File: src/rtl/kgw_pkg.sv
package kgw_pkg;

    // Bit positions inside the control word (fixed by software layout)
    localparam int B_FLAG  = 14;
    localparam int B_KEY32 = 13;
    localparam int B_DIV   = 12;
    localparam int B_OPEN  = 11;
    localparam int B_DONE  = 10;
    localparam int B_CSEL  = 8;
    localparam int B_RUN   = 7;
    localparam int B_UPD   = 5;
    localparam int B_WAITR = 1;
    localparam int B_STOPR = 0;

    localparam logic [31:0] KEY_OPEN_W  = 32'hD928_C520;
    localparam logic [31:0] KEY_FEED_W  = 32'hB480_A602;
    localparam logic [15:0] KEY_OPEN_LO = 16'hC520;
    localparam logic [15:0] KEY_OPEN_HI = 16'hD928;
    localparam logic [15:0] KEY_FEED_LO = 16'hA602;
    localparam logic [15:0] KEY_FEED_HI = 16'hB480;

    typedef struct packed {
        logic       key32;
        logic       div_en;
        logic [1:0] clk_sel;
        logic       run_en;
        logic       upd_ok;
        logic       wait_run;
        logic       stop_run;
    } cfg_t;

    localparam cfg_t CFG_RESET = '{key32: 1'b0, div_en: 1'b0, clk_sel: 2'b00,
                                   run_en: 1'b0, upd_ok: 1'b1,
                                   wait_run: 1'b0, stop_run: 1'b0};

    typedef enum logic [1:0] {
        SEQ_IDLE,
        SEQ_OPEN_HALF,
        SEQ_FEED_HALF
    } seq_e;

    function automatic cfg_t cfg_from_word(input logic [31:0] w);
        cfg_t c;
        c.key32    = w[B_KEY32];
        c.div_en   = w[B_DIV];
        c.clk_sel  = w[B_CSEL+1:B_CSEL];
        c.run_en   = w[B_RUN];
        c.upd_ok   = w[B_UPD];
        c.wait_run = w[B_WAITR];
        c.stop_run = w[B_STOPR];
        return c;
    endfunction

    function automatic logic [31:0] ctrl_word(input cfg_t c, input logic flag,
                                              input logic open, input logic done);
        logic [31:0] w;
        w = '0;
        w[B_FLAG]            = flag;
        w[B_KEY32]           = c.key32;
        w[B_DIV]             = c.div_en;
        w[B_OPEN]            = open;
        w[B_DONE]            = done;
        w[B_CSEL+1:B_CSEL]   = c.clk_sel;
        w[B_RUN]             = c.run_en;
        w[B_UPD]             = c.upd_ok;
        w[B_WAITR]           = c.wait_run;
        w[B_STOPR]           = c.stop_run;
        return w;
    endfunction

    function automatic logic is_half(input logic [31:0] w, input logic [15:0] k);
        return w == {16'h0000, k};
    endfunction

endpackage

File: src/rtl/kgw_keyseq.sv
module kgw_keyseq
    import kgw_pkg::*;
(
    input  logic        clk,
    input  logic        rst,
    input  logic        key_wr,
    input  logic [31:0] key_data,
    input  logic        key32,
    output logic        unlock_o,
    output logic        feed_o
);

    seq_e state_q, state_d;

    always_comb begin
        unlock_o = 1'b0;
        feed_o   = 1'b0;
        state_d  = state_q;
        if (key32) begin
            state_d = SEQ_IDLE;
            if (key_wr) begin
                unlock_o = (key_data == KEY_OPEN_W);
                feed_o   = (key_data == KEY_FEED_W);
            end
        end else if (key_wr) begin
            unique case (state_q)
                SEQ_IDLE: begin
                    if (is_half(key_data, KEY_OPEN_LO))      state_d = SEQ_OPEN_HALF;
                    else if (is_half(key_data, KEY_FEED_LO)) state_d = SEQ_FEED_HALF;
                    else                                     state_d = SEQ_IDLE;
                end
                SEQ_OPEN_HALF: begin
                    unlock_o = is_half(key_data, KEY_OPEN_HI);
                    state_d  = SEQ_IDLE;
                end
                SEQ_FEED_HALF: begin
                    feed_o  = is_half(key_data, KEY_FEED_HI);
                    state_d = SEQ_IDLE;
                end
                default: state_d = SEQ_IDLE;
            endcase
        end
    end

    always_ff @(posedge clk) begin
        if (rst) state_q <= SEQ_IDLE;
        else     state_q <= state_d;
    end

    // a half-mode unlock can only complete from the first-half state
    assert_half_order_R3: assert property (@(posedge clk) disable iff (rst)
        (unlock_o && !key32) |-> (state_q == SEQ_OPEN_HALF));

    // a half-mode refresh can only complete from the first-half state
    assert_feed_order_R9: assert property (@(posedge clk) disable iff (rst)
        (feed_o && !key32) |-> (state_q == SEQ_FEED_HALF));

endmodule

File: src/rtl/kgw_cfg.sv
module kgw_cfg
    import kgw_pkg::*;
#(
    parameter int          CNT_W      = 16,
    parameter int          OPEN_CYC   = 255,
    parameter int          SYNC_TICKS = 3,
    parameter logic [15:0] LIMIT_RST  = 16'h1000
) (
    input  logic             clk,
    input  logic             rst,
    input  logic             tick,
    input  logic             unlock_req,
    input  logic             ctrl_wr,
    input  logic             limit_wr,
    input  logic [31:0]      wdata,
    output cfg_t             cfg_q,
    output logic [CNT_W-1:0] limit_q,
    output logic             act_run,
    output logic             act_div,
    output logic             act_key32,
    output logic [CNT_W-1:0] act_limit,
    output logic             open_o,
    output logic             done_o,
    output logic             apply_o
);

    localparam int WIN_W  = $clog2(OPEN_CYC + 1);
    localparam int SYNC_W = $clog2(SYNC_TICKS + 1);
    localparam logic [WIN_W-1:0]  WIN_LAST  = WIN_W'(OPEN_CYC - 1);
    localparam logic [SYNC_W-1:0] SYNC_LAST = SYNC_W'(SYNC_TICKS - 1);

    logic [WIN_W-1:0]  win_q;
    logic [SYNC_W-1:0] sync_q;
    logic              busy_q;
    logic              unlock_ok;
    logic              take_ctrl;
    logic              take_limit;

    assign unlock_ok  = unlock_req && cfg_q.upd_ok;
    assign take_ctrl  = open_o && ctrl_wr;
    assign take_limit = open_o && limit_wr;
    assign apply_o    = busy_q && tick && (sync_q == SYNC_LAST);
    assign done_o     = !busy_q;

    // Unlock window
    always_ff @(posedge clk) begin
        if (rst) begin
            open_o <= 1'b0;
            win_q  <= '0;
        end else if (unlock_ok) begin
            open_o <= 1'b1;
            win_q  <= '0;
        end else if (take_ctrl) begin
            open_o <= 1'b0;
        end else if (open_o) begin
            if (win_q == WIN_LAST) open_o <= 1'b0;
            else                   win_q  <= win_q + 1'b1;
        end
    end

    // Stored settings, pending until the completion delay elapses
    always_ff @(posedge clk) begin
        if (rst) begin
            cfg_q     <= CFG_RESET;
            limit_q   <= LIMIT_RST[CNT_W-1:0];
            act_run   <= CFG_RESET.run_en;
            act_div   <= CFG_RESET.div_en;
            act_key32 <= CFG_RESET.key32;
            act_limit <= LIMIT_RST[CNT_W-1:0];
            busy_q    <= 1'b0;
            sync_q    <= '0;
        end else begin
            if (take_ctrl)  cfg_q   <= cfg_from_word(wdata);
            if (take_limit) limit_q <= wdata[CNT_W-1:0];
            if (take_ctrl || take_limit) begin
                busy_q <= 1'b1;
                sync_q <= '0;
            end else if (apply_o) begin
                busy_q    <= 1'b0;
                act_run   <= cfg_q.run_en;
                act_div   <= cfg_q.div_en;
                act_key32 <= cfg_q.key32;
                act_limit <= limit_q;
            end else if (busy_q && tick) begin
                sync_q <= sync_q + 1'b1;
            end
        end
    end

    assert_locked_hold_R4: assert property (@(posedge clk) disable iff (rst)
        !open_o |=> ($stable(cfg_q) && $stable(limit_q)));

    assert_window_bound_R5: assert property (@(posedge clk) disable iff (rst)
        open_o |-> (win_q < WIN_W'(OPEN_CYC)));

    assert_done_on_tick_R6: assert property (@(posedge clk) disable iff (rst)
        ($fell(busy_q) && !$past(rst)) |-> $past(tick));

    assert_upd_gate_R11: assert property (@(posedge clk) disable iff (rst)
        $rose(open_o) |-> $past(cfg_q.upd_ok));

endmodule

File: src/rtl/kgw_count.sv
module kgw_count #(
    parameter int CNT_W = 16,
    parameter int DIV_W = 8
) (
    input  logic             clk,
    input  logic             rst,
    input  logic             tick,
    input  logic             run_en,
    input  logic             div_en,
    input  logic [CNT_W-1:0] limit,
    input  logic             feed,
    input  logic             clear,
    input  logic             flag_clr,
    output logic [CNT_W-1:0] count_o,
    output logic             flag_o,
    output logic             fire_o
);

    logic [DIV_W-1:0] pre_q;
    logic [CNT_W-1:0] count_inc;
    logic             wipe;
    logic             step;
    logic             hit;

    assign wipe      = feed || clear;
    assign count_inc = count_o + CNT_W'(1);
    assign step      = tick && run_en && (!div_en || (&pre_q));
    assign hit       = step && !wipe && (count_inc == limit);

    always_ff @(posedge clk) begin
        if (rst) begin
            pre_q   <= '0;
            count_o <= '0;
        end else if (wipe) begin
            pre_q   <= '0;
            count_o <= '0;
        end else if (tick && run_en) begin
            if (div_en) pre_q <= pre_q + 1'b1;
            if (step)   count_o <= hit ? '0 : count_inc;
        end
    end

    always_ff @(posedge clk) begin
        if (rst) begin
            flag_o <= 1'b0;
            fire_o <= 1'b0;
        end else begin
            fire_o <= hit;
            if (hit)           flag_o <= 1'b1;
            else if (flag_clr) flag_o <= 1'b0;
        end
    end

    assert_pulse_sets_flag_R8: assert property (@(posedge clk) disable iff (rst)
        fire_o |-> flag_o);

    assert_flag_rise_pulse_R8: assert property (@(posedge clk) disable iff (rst)
        $rose(flag_o) |-> fire_o);

    assert_count_on_tick_R7: assert property (@(posedge clk) disable iff (rst)
        (!$stable(count_o) && !$past(rst)) |-> ($past(tick) || $past(feed) || $past(clear)));

endmodule

File: src/rtl/keyguard_wdt.sv
module keyguard_wdt
    import kgw_pkg::*;
#(
    parameter int          ADDR_W     = 4,
    parameter int          CNT_W      = 16,
    parameter int          DIV_W      = 8,
    parameter int          OPEN_CYC   = 255,
    parameter int          SYNC_TICKS = 3,
    parameter logic [15:0] LIMIT_RST  = 16'h1000
) (
    input  logic              clk,
    input  logic              rst,
    input  logic              wd_tick,
    input  logic              bus_we,
    input  logic [ADDR_W-1:0] bus_addr,
    input  logic [31:0]       bus_wdata,
    output logic [31:0]       bus_rdata,
    output logic              wdog_rst
);

    localparam logic [ADDR_W-1:0] OFF_CTRL  = ADDR_W'(0);
    localparam logic [ADDR_W-1:0] OFF_COUNT = ADDR_W'(4);
    localparam logic [ADDR_W-1:0] OFF_LIMIT = ADDR_W'(8);

    logic             wr_ctrl, wr_count, wr_limit;
    logic             unlock_p, feed_p, apply_p;
    logic             open_s, done_s, flag_s;
    logic             act_run, act_div, act_key32;
    cfg_t             cfg_s;
    logic [CNT_W-1:0] limit_s, act_limit, count_s;

    assign wr_ctrl  = bus_we && (bus_addr == OFF_CTRL);
    assign wr_count = bus_we && (bus_addr == OFF_COUNT);
    assign wr_limit = bus_we && (bus_addr == OFF_LIMIT);

    kgw_keyseq u_keyseq (
        .clk      (clk),
        .rst      (rst),
        .key_wr   (wr_count),
        .key_data (bus_wdata),
        .key32    (act_key32),
        .unlock_o (unlock_p),
        .feed_o   (feed_p)
    );

    kgw_cfg #(
        .CNT_W      (CNT_W),
        .OPEN_CYC   (OPEN_CYC),
        .SYNC_TICKS (SYNC_TICKS),
        .LIMIT_RST  (LIMIT_RST)
    ) u_cfg (
        .clk        (clk),
        .rst        (rst),
        .tick       (wd_tick),
        .unlock_req (unlock_p),
        .ctrl_wr    (wr_ctrl),
        .limit_wr   (wr_limit),
        .wdata      (bus_wdata),
        .cfg_q      (cfg_s),
        .limit_q    (limit_s),
        .act_run    (act_run),
        .act_div    (act_div),
        .act_key32  (act_key32),
        .act_limit  (act_limit),
        .open_o     (open_s),
        .done_o     (done_s),
        .apply_o    (apply_p)
    );

    kgw_count #(
        .CNT_W (CNT_W),
        .DIV_W (DIV_W)
    ) u_count (
        .clk      (clk),
        .rst      (rst),
        .tick     (wd_tick),
        .run_en   (act_run),
        .div_en   (act_div),
        .limit    (act_limit),
        .feed     (feed_p),
        .clear    (apply_p),
        .flag_clr (wr_ctrl && bus_wdata[B_FLAG]),
        .count_o  (count_s),
        .flag_o   (flag_s),
        .fire_o   (wdog_rst)
    );

    always_comb begin
        bus_rdata = '0;
        if (bus_addr == OFF_CTRL)       bus_rdata = ctrl_word(cfg_s, flag_s, open_s, done_s);
        else if (bus_addr == OFF_COUNT) bus_rdata = 32'(count_s);
        else if (bus_addr == OFF_LIMIT) bus_rdata = 32'(limit_s);
    end

    assert_open_needs_key_R2: assert property (@(posedge clk) disable iff (rst)
        $rose(open_s) |-> $past(wr_count));

endmodule

File: config.mk
export PLATFORM = sky130hd
export DESIGN_NAME = keyguard_wdt
export DESIGN_NICKNAME = d
export VERILOG_FILES = /design/src/rtl/kgw_pkg.sv /design/src/rtl/kgw_keyseq.sv /design/src/rtl/kgw_cfg.sv /design/src/rtl/kgw_count.sv /design/src/rtl/keyguard_wdt.sv
export SDC_FILE = /design/constraint.sdc
export NUM_CORES = 1
export LEC_CHECK = 0
export BUFFER_PORTS_ARGS = -buffer_cell sky130_fd_sc_hd__clkbuf_2
export CORE_MARGIN = 3
export CORE_UTILIZATION = 45
export DETAILED_ROUTE_END_ITERATION = 7
export GPL_TIMING_DRIVEN = 0
export HOLD_SLACK_MARGIN = 0.03
export MAX_ROUTING_LAYER = met4
export PLACE_DENSITY_LB_ADDON = 0.05
export SYNTH_ARGS = -nofsm -noshare
export SYNTH_HDL_FRONTEND = slang
export SYNTH_HIERARCHICAL = 1
export SYNTH_SLANG_ARGS = --single-unit
File: constraint.sdc
create_clock -name clk -period 3.5 [get_ports clk]
set_input_delay 0.7 -clock clk [delete_from_list [all_inputs] [get_ports clk]]
set_output_delay 0.7 -clock clk [all_outputs]
set_load 0.02 [all_outputs]
# --- Word level (Yosys, flattened, before mapping) ---
# Index checks and enable logic that the tools add are counted.
word_totals:
  reg_bits: 83
  out_inout_bits: 33
  inputBits: 40
op_classes:
  addsub: 4
  n_reduce_logical: 33
  eq_ne: 13
  mux: 23
  bitwise_logic: 4
op_table:
  columns: ["op", "n"]
  rows:
  - ["$eq 32x16->1 const B", 4]
  - ["$eq 32x32->1 const B", 2]
  - ["$mux 16", 4]
  - ["$add 16x1->16 const B", 1]
  - ["$add 8x1->8 const B", 2]
  - ["$eq 16x16->1", 1]
  - ["$mux 1", 16]
  - ["$logic_and 1x1->1", 13]
  - ["$eq 8x8->1 const B", 1]
  - ["$reduce_and 2->1", 4]
  - ["$reduce_and 8->1", 1]
  - ["$reduce_or 2->1", 4]
  - ["$mux 2", 3]
  - ["$eq 2x2->1 const B", 2]
  - ["$eq 4x3->1 const B", 1]
  - ["$eq 4x4->1 const B", 1]
  - ["$logic_not 4->1", 1]
  - ["$not 1->1", 4]
  - ["$reduce_bool 2->1", 2]
  - ["$logic_not 1->1", 3]
  - ["$logic_or 1x1->1", 3]
  - ["$reduce_and 3->1", 1]
  - ["$add 2x1->2 const B", 1]
  - ["$eq 2x1->1 const B", 1]
  - ["$logic_not 2->1", 1]

# --- Longest topological paths before layout ---
depth:
  ltp_word: 9
  mapped_depth: 13
  depth_no_buf: 11

# --- Modules after synthesis ---
# Netlist, hierarchy kept.
by_module_without_submodules:
  columns: ["mod", "cells_per_inst", "seq_area_each_um2", "area_per_inst_um2", "n_inst"]
  rows:
  - ["kgw_cfg", 259, 1101.1, 2105.8, 1]
  - ["kgw_count", 240, 520.5, 1940.6, 1]
  - ["keyguard_wdt", 84, 0.0, 486.7, 1]
  - ["kgw_keyseq", 50, 40.0, 382.9, 1]

# --- Worst setup path after synthesis ---
# Ideal clock, no wire load.
synth_path:
  path_kind: "input -> register"
  start: "in bus_addr[2]"
  end: "reg u_count.count_o[9]"
  setup_time_ns: 0.115
  slack_ns: 0.361
  path_stages: 13
  arrival_ns: 3.024
  path_cell_list: "nor4b_4 -> buf_6 -> and2_1 -> and3_2 -> nand4_1 -> o22ai_2 -> nor3_1 -> o2111ai_1 -> or4_4 -> nor4b_4 -> buf_6 -> a21oi_2 -> a31o_1"
synth_between:
  elab_chain_cells: 9
  elab_cells_between_ends: 11
  cone_classes: "eq/ne: 1; mux: 4; reduce/logical: 6"
synth_rtl:
  columns: ["item", "line", "source"]
  rows:
  - ["from (decl)", "keyguard_wdt.sv:15", "input logic [ADDR_W-1:0] bus_addr,"]
  - ["$eq 4x3->1 *", "keyguard_wdt.sv:33", "assign wr_count = bus_we && (bus_addr == OFF_COUNT);"]
  - ["$logic_and 1x1->1 *", "keyguard_wdt.sv:33", null]
  - ["named net wr_count", "keyguard_wdt.sv:25", "logic wr_ctrl, wr_count, wr_limit;"]
  - ["$mux 1, on equally long branches", "kgw_keyseq.sv:25, kgw_keyseq.sv:21", null]
  - ["$mux 1 *", "kgw_keyseq.sv:19", "if (key32) begin"]
  - ["named net feed_p", "keyguard_wdt.sv:26", "logic unlock_p, feed_p, apply_p;"]
  - ["$logic_or 1x1->1 *", "kgw_count.sv:25", "assign wipe = feed || clear;"]
  - ["$logic_not 1->1", "kgw_count.sv:28", "assign hit = step && !wipe && (count_inc == limit);"]
  - ["$logic_and 1x1->1 (2 in a row)", "kgw_count.sv:28", null]
  - ["$mux 16", "kgw_count.sv:39", "if (step) count_o <= hit ? '0 : count_inc;"]
  - ["to (signal assigned)", "kgw_count.sv:39", null]
  - ["to (decl)", "kgw_count.sv:14", "output logic [CNT_W-1:0] count_o,"]
# The timed path passes the listed nets; every way through them passes the cells marked *.
# A chain may end at the register's enable or synchronous reset.

# --- Worst setup path after layout ---
layout_path:
  start: "in bus_addr[2]"
  end: "reg u_count.count_o[13]"
# Same word-level chain as after synthesis.

==> out/results.md <==
| Quantity | Reported | Unit |
| --- | --- | --- |
| Synthesized area per cell | 7.766 | um2 |
| Worst path setup slack after routing | 149.0 | ps |
| Clock Latency Late Sink | 370 | ps |
| GP Congestion | 0.9454 | - |
| Vias in the first global route | 4455 | - |
| Number of clock sinks seen by CTS | 83 | - |
| Inst Count DP | 840 | - |
| Critical path data arrival time | 3610 | ps |
| CORE AREA | 10460 | um2 |
| Yosys top cell area share | 0.3380 | - |
| Total GRT Usage | 0.2386 | - |
| Worst setup path class | primary input to flop | - |
| Initial DRC Count | 372 | - |
| Min Tclk post-route | 3351 | ps |
| Met2 routing resource usage after global routing | 0.3532 | - |
| Rows | 37 | - |
| Leak Pwr | 2.087 | nW |
| Total Die Area | 12210 | um2 |
| Result of the run | finished, final reports clean | - |
| DIE HEIGHT | 110.5 | um |
| Number of different library cells in the post-synthesis netlist | 68 | - |
| TritonCTS buffer count | 9 | - |
| Antenna violations before repair | 0 | - |
| Clk pin slew, worst setup/hold paths | 90 | ps |
| DR vias/cell | 5.629 | - |
| Net count of the finished layout | 760 | - |
| Cell accounting for the most synthesized area | sky130_fd_sc_hd__dfxtp_1 | - |
| Relative slew slack | 0.2777 | - |
| Proportion of synthesized flip-flops having asynchronous set or reset | 0 | - |
| Worst slack on hold paths | 461.9 | ps |
| Share of final-layout standard cells stronger than drive strength 1 | 0.1931 | - |
| HPWL after DPL | 11070 | um |
| H-tree depth reported by CTS | 3 | - |
| Post-synthesis sequential area ratio | 0.3380 | - |
| Sort of element at the end of the critical path | flop | - |
| Most frequent cells in the layout | sky130_fd_sc_hd__nand2_1 (120), sky130_fd_sc_hd__dfxtp_1 (83), sky130_fd_sc_hd__a21oi_1 (62), sky130_fd_sc_hd__clkbuf_2 (56), sky130_fd_sc_hd__nor2_1 (50) | - |
| Antenna diode instance count | 0 | - |
| Sum Neg Setup Slack | 0 | ps |
| Worst slack, placed | -405.8 | ps |
| Hold-fix buffers at CTS | 0 | - |
| Initial DRT Pass Iterations | 5 | - |
| Primary FF master, synth | sky130_fd_sc_hd__dfxtp_1 | - |
| WL per Instance | 16.76 | um |
| TritonCTS clock tree | yes | - |
| Initial Util | 0.4699 | - |
| Met3 global-route usage | 0.04822 | - |
| Post-synthesis cell area | 4916 | um2 |
| Leading post-synthesis cells by cell area | sky130_fd_sc_hd__dfxtp_1 (34%), sky130_fd_sc_hd__nand2_1 (9.2%), sky130_fd_sc_hd__a21oi_1 (6.3%) | - |
| RSZ-0062 raised after global routing | no | - |
| Total power per unit cell area | 317.5 | nW/um2 |
| Count of unresolved DRC violations after routing | 0 | - |
| Max Cap Violations | 0 | - |
| Maximum number of pins on one net before global-route repair | 14 | - |
| Core occupancy in the finished layout | 0.5395 | - |
| Post-layout instance count excluding filler cells | 856 | - |
| Highest ir drop seen on vdd | 0.4081 | mV |
| Buffer depth of the longest clock path | 2 | - |
| Number of enable-type register cells in the synthesized netlist | 0 | - |
| Final number of hold-violating endpoints | 0 | - |
| Top Usage Layer GRT | met2 | - |
| Leading cell type in the layout, fill and taps excluded | sky130_fd_sc_hd__nand2_1 | - |
| Period utilization | 0.9574 | - |
| Achievable Freq | 0.2984 | GHz |
| Synth-to-Final Area Change | 14.81 | % |
| Setup fix buffers added after clock tree synthesis | 0 | - |
| Biggest fanout along the worst timing path | 10 | - |
| Number of failing setup endpoints in the final timing report | 0 | - |
| Post-Route Skew | 12.41 | ps |
| Number of flip-flops and latches in the synthesized netlist | 83 | - |
| Cells after Synth | 633 | - |
| Overall overflow remaining after global route | 0 | - |
| Worst-margin pin slew | 1075 | ps |
| Die outline width | 110.5 | um |
| First-pass GRT wire length | 23050 | um |
| Port Buffers | 56 | - |
| Number of slew-limit violations in the final report | 0 | - |
| Final ANT Viol Nets | 0 | - |
| Flop-to-flop setup slack | 320 | ps |
| Min-delay worst type | flop to flop | - |
| Yosys synthesis warning count | 6 | - |
| Number of I/O pins | 73 | - |
| Number of vias in the routed layout | 4818 | - |
| Crit path required time | 3760 | ps |
| GRT met1 Usage | 0.3321 | - |
| Filler Cells Inserted | 1068 | - |
| Total Routed Length | 14350 | um |
| Cell at the root of the clock tree | sky130_fd_sc_hd__clkbuf_8 | - |
| CP Launch Type | primary input | - |
[critical path, stage by stage]
cell and delay, ps:
sky130_fd_sc_hd__clkbuf_2 130, sky130_fd_sc_hd__nor4b_4 170, sky130_fd_sc_hd__buf_6 150, sky130_fd_sc_hd__and2_1 180
sky130_fd_sc_hd__and3_2 220, sky130_fd_sc_hd__nand4_1 120, sky130_fd_sc_hd__o22ai_2 130, sky130_fd_sc_hd__nor3_2 250
sky130_fd_sc_hd__o2111ai_2 190, sky130_fd_sc_hd__or4_4 520, sky130_fd_sc_hd__nor4b_4 380, sky130_fd_sc_hd__buf_6 240
sky130_fd_sc_hd__a21oi_2 40, sky130_fd_sc_hd__a31o_1 170
[stage by stage]
step	power, mW	instance area [um2]
2_1_floorplan	1.037	4972
3_3_place_gp	1.094	5423
3_5_place_dp	1.096	5423
4_1_cts	1.807	5627
5_1_grt	1.855	5644
6_report	1.792	5644
[routing by layer]
metal | up-vias | wire (um) | part of all wire
li1 | 2366 | - | -
met1 | 2280 | 6877 | 0.48
met2 | 156 | 6386 | 0.45
met3 | 16 | 876 | 0.061
met4 | 0 | 208 | 0.014
met5 | - | 0 | 0
[what timing repair did]
| item | in CTS | in global routing |
|---|---|---|
| setup endpoints to repair | 7 | 15 |
| pin swaps | 1 | 0 |
| resized for setup | 0 | 3 |
[cell usage after synthesis (3+ instances only)]
master	instances
sky130_fd_sc_hd__ha_1	5
sky130_fd_sc_hd__nor4_1	9
sky130_fd_sc_hd__o21a_1	5
sky130_fd_sc_hd__xor2_1	12
sky130_fd_sc_hd__nor2_1	50
sky130_fd_sc_hd__buf_4	24
sky130_fd_sc_hd__buf_6	3
sky130_fd_sc_hd__o31ai_1	3
sky130_fd_sc_hd__o211ai_1	3
sky130_fd_sc_hd__inv_1	12
sky130_fd_sc_hd__a21oi_1	62
sky130_fd_sc_hd__or4_1	12
sky130_fd_sc_hd__or4_4	3
sky130_fd_sc_hd__nand3_1	34
sky130_fd_sc_hd__buf_2	6
sky130_fd_sc_hd__nand4_1	13
sky130_fd_sc_hd__and3_1	12
sky130_fd_sc_hd__a21oi_2	7
sky130_fd_sc_hd__nor3_1	10
sky130_fd_sc_hd__nand3b_1	5
sky130_fd_sc_hd__or3_1	5
sky130_fd_sc_hd__dfxtp_1	83
sky130_fd_sc_hd__a31o_1	7
sky130_fd_sc_hd__clkbuf_1	17
sky130_fd_sc_hd__o21ai_1	5
sky130_fd_sc_hd__and2_1	5
sky130_fd_sc_hd__a22oi_1	5
sky130_fd_sc_hd__xnor2_1	21
sky130_fd_sc_hd__o21ai_0	15
sky130_fd_sc_hd__nand4bb_1	3
sky130_fd_sc_hd__nand4b_1	3
sky130_fd_sc_hd__nand2_1	120
sky130_fd_sc_hd__nand2b_1	5
sky130_fd_sc_hd__and4_1	4
[registers in the layout, indices dropped and copies added (netlist names)]
| register | flops |
|---|---|
| u_cfg/win_q | 8 |
| u_cfg/act_key32 | 1 |
| u_cfg/cfg_q | 8 |
| u_count/flag_o | 1 |
| u_cfg/act_run | 1 |
| u_cfg/act_limit | 16 |
| u_count/count_o | 16 |
| u_cfg/limit_q | 16 |
| u_cfg/sync_q | 2 |
| u_count/fire_o | 1 |
| u_cfg/busy_q | 1 |
| u_cfg/open_o | 1 |
| u_cfg/act_div | 1 |
| u_keyseq/state_q | 2 |
| u_count/pre_q | 8 |
[kinds of logic (layout without fill, tap and decap cells)]
family	Yosys count	after routing	synth area share
and+or+nand+nor	316	316	0.3451
AOI/OAI and AO/OA	130	130	0.1665
DFF	83	83	0.3380
buffers and inverters	62	134	0.07177
xor gates and xnor gates	33	33	0.05879
adders and majority gates	5	5	0.01273
muxes	3	3	0.006363
other	1	16	0.0007628
[worst paths after layout]
| path | start | to | cells past startpoint |
|---|---|---|---|
| worst min-delay path | u_cfg/cfg_q[5] | u_cfg/cfg_q[5] | 2 |
| worst min register to register | u_cfg/cfg_q[5] | u_cfg/cfg_q[5] | 2 |
| worst max register to register | u_count/count_o[0] | u_count/count_o[13] | 9 |
| worst max-delay path | bus_addr[2] | u_count/count_o[13] | 14 |
[power breakdown]
group	internal [mW]	switching, mW
registers	0.943	0.000000000000715
clock network	0.368	0.349
logic	0.0459	0.0857
total	1.36	0.435
[layout make-up]
type                            count  area, um2  share of cell area
Clock buffer                       12      155.1             0.02749
Multi-Input combinational cell    503       2975              0.5272
Timing Repair Buffer               56      280.3             0.04966
Buffer                             50      307.8             0.05453
Inverter                           12      45.04            0.007980
Clock inverter                      4      48.80            0.008646
Sequential cell                    83       1662              0.2944
Tap cell                          136      170.2             0.03015
(Power assumes the default switching activity.)
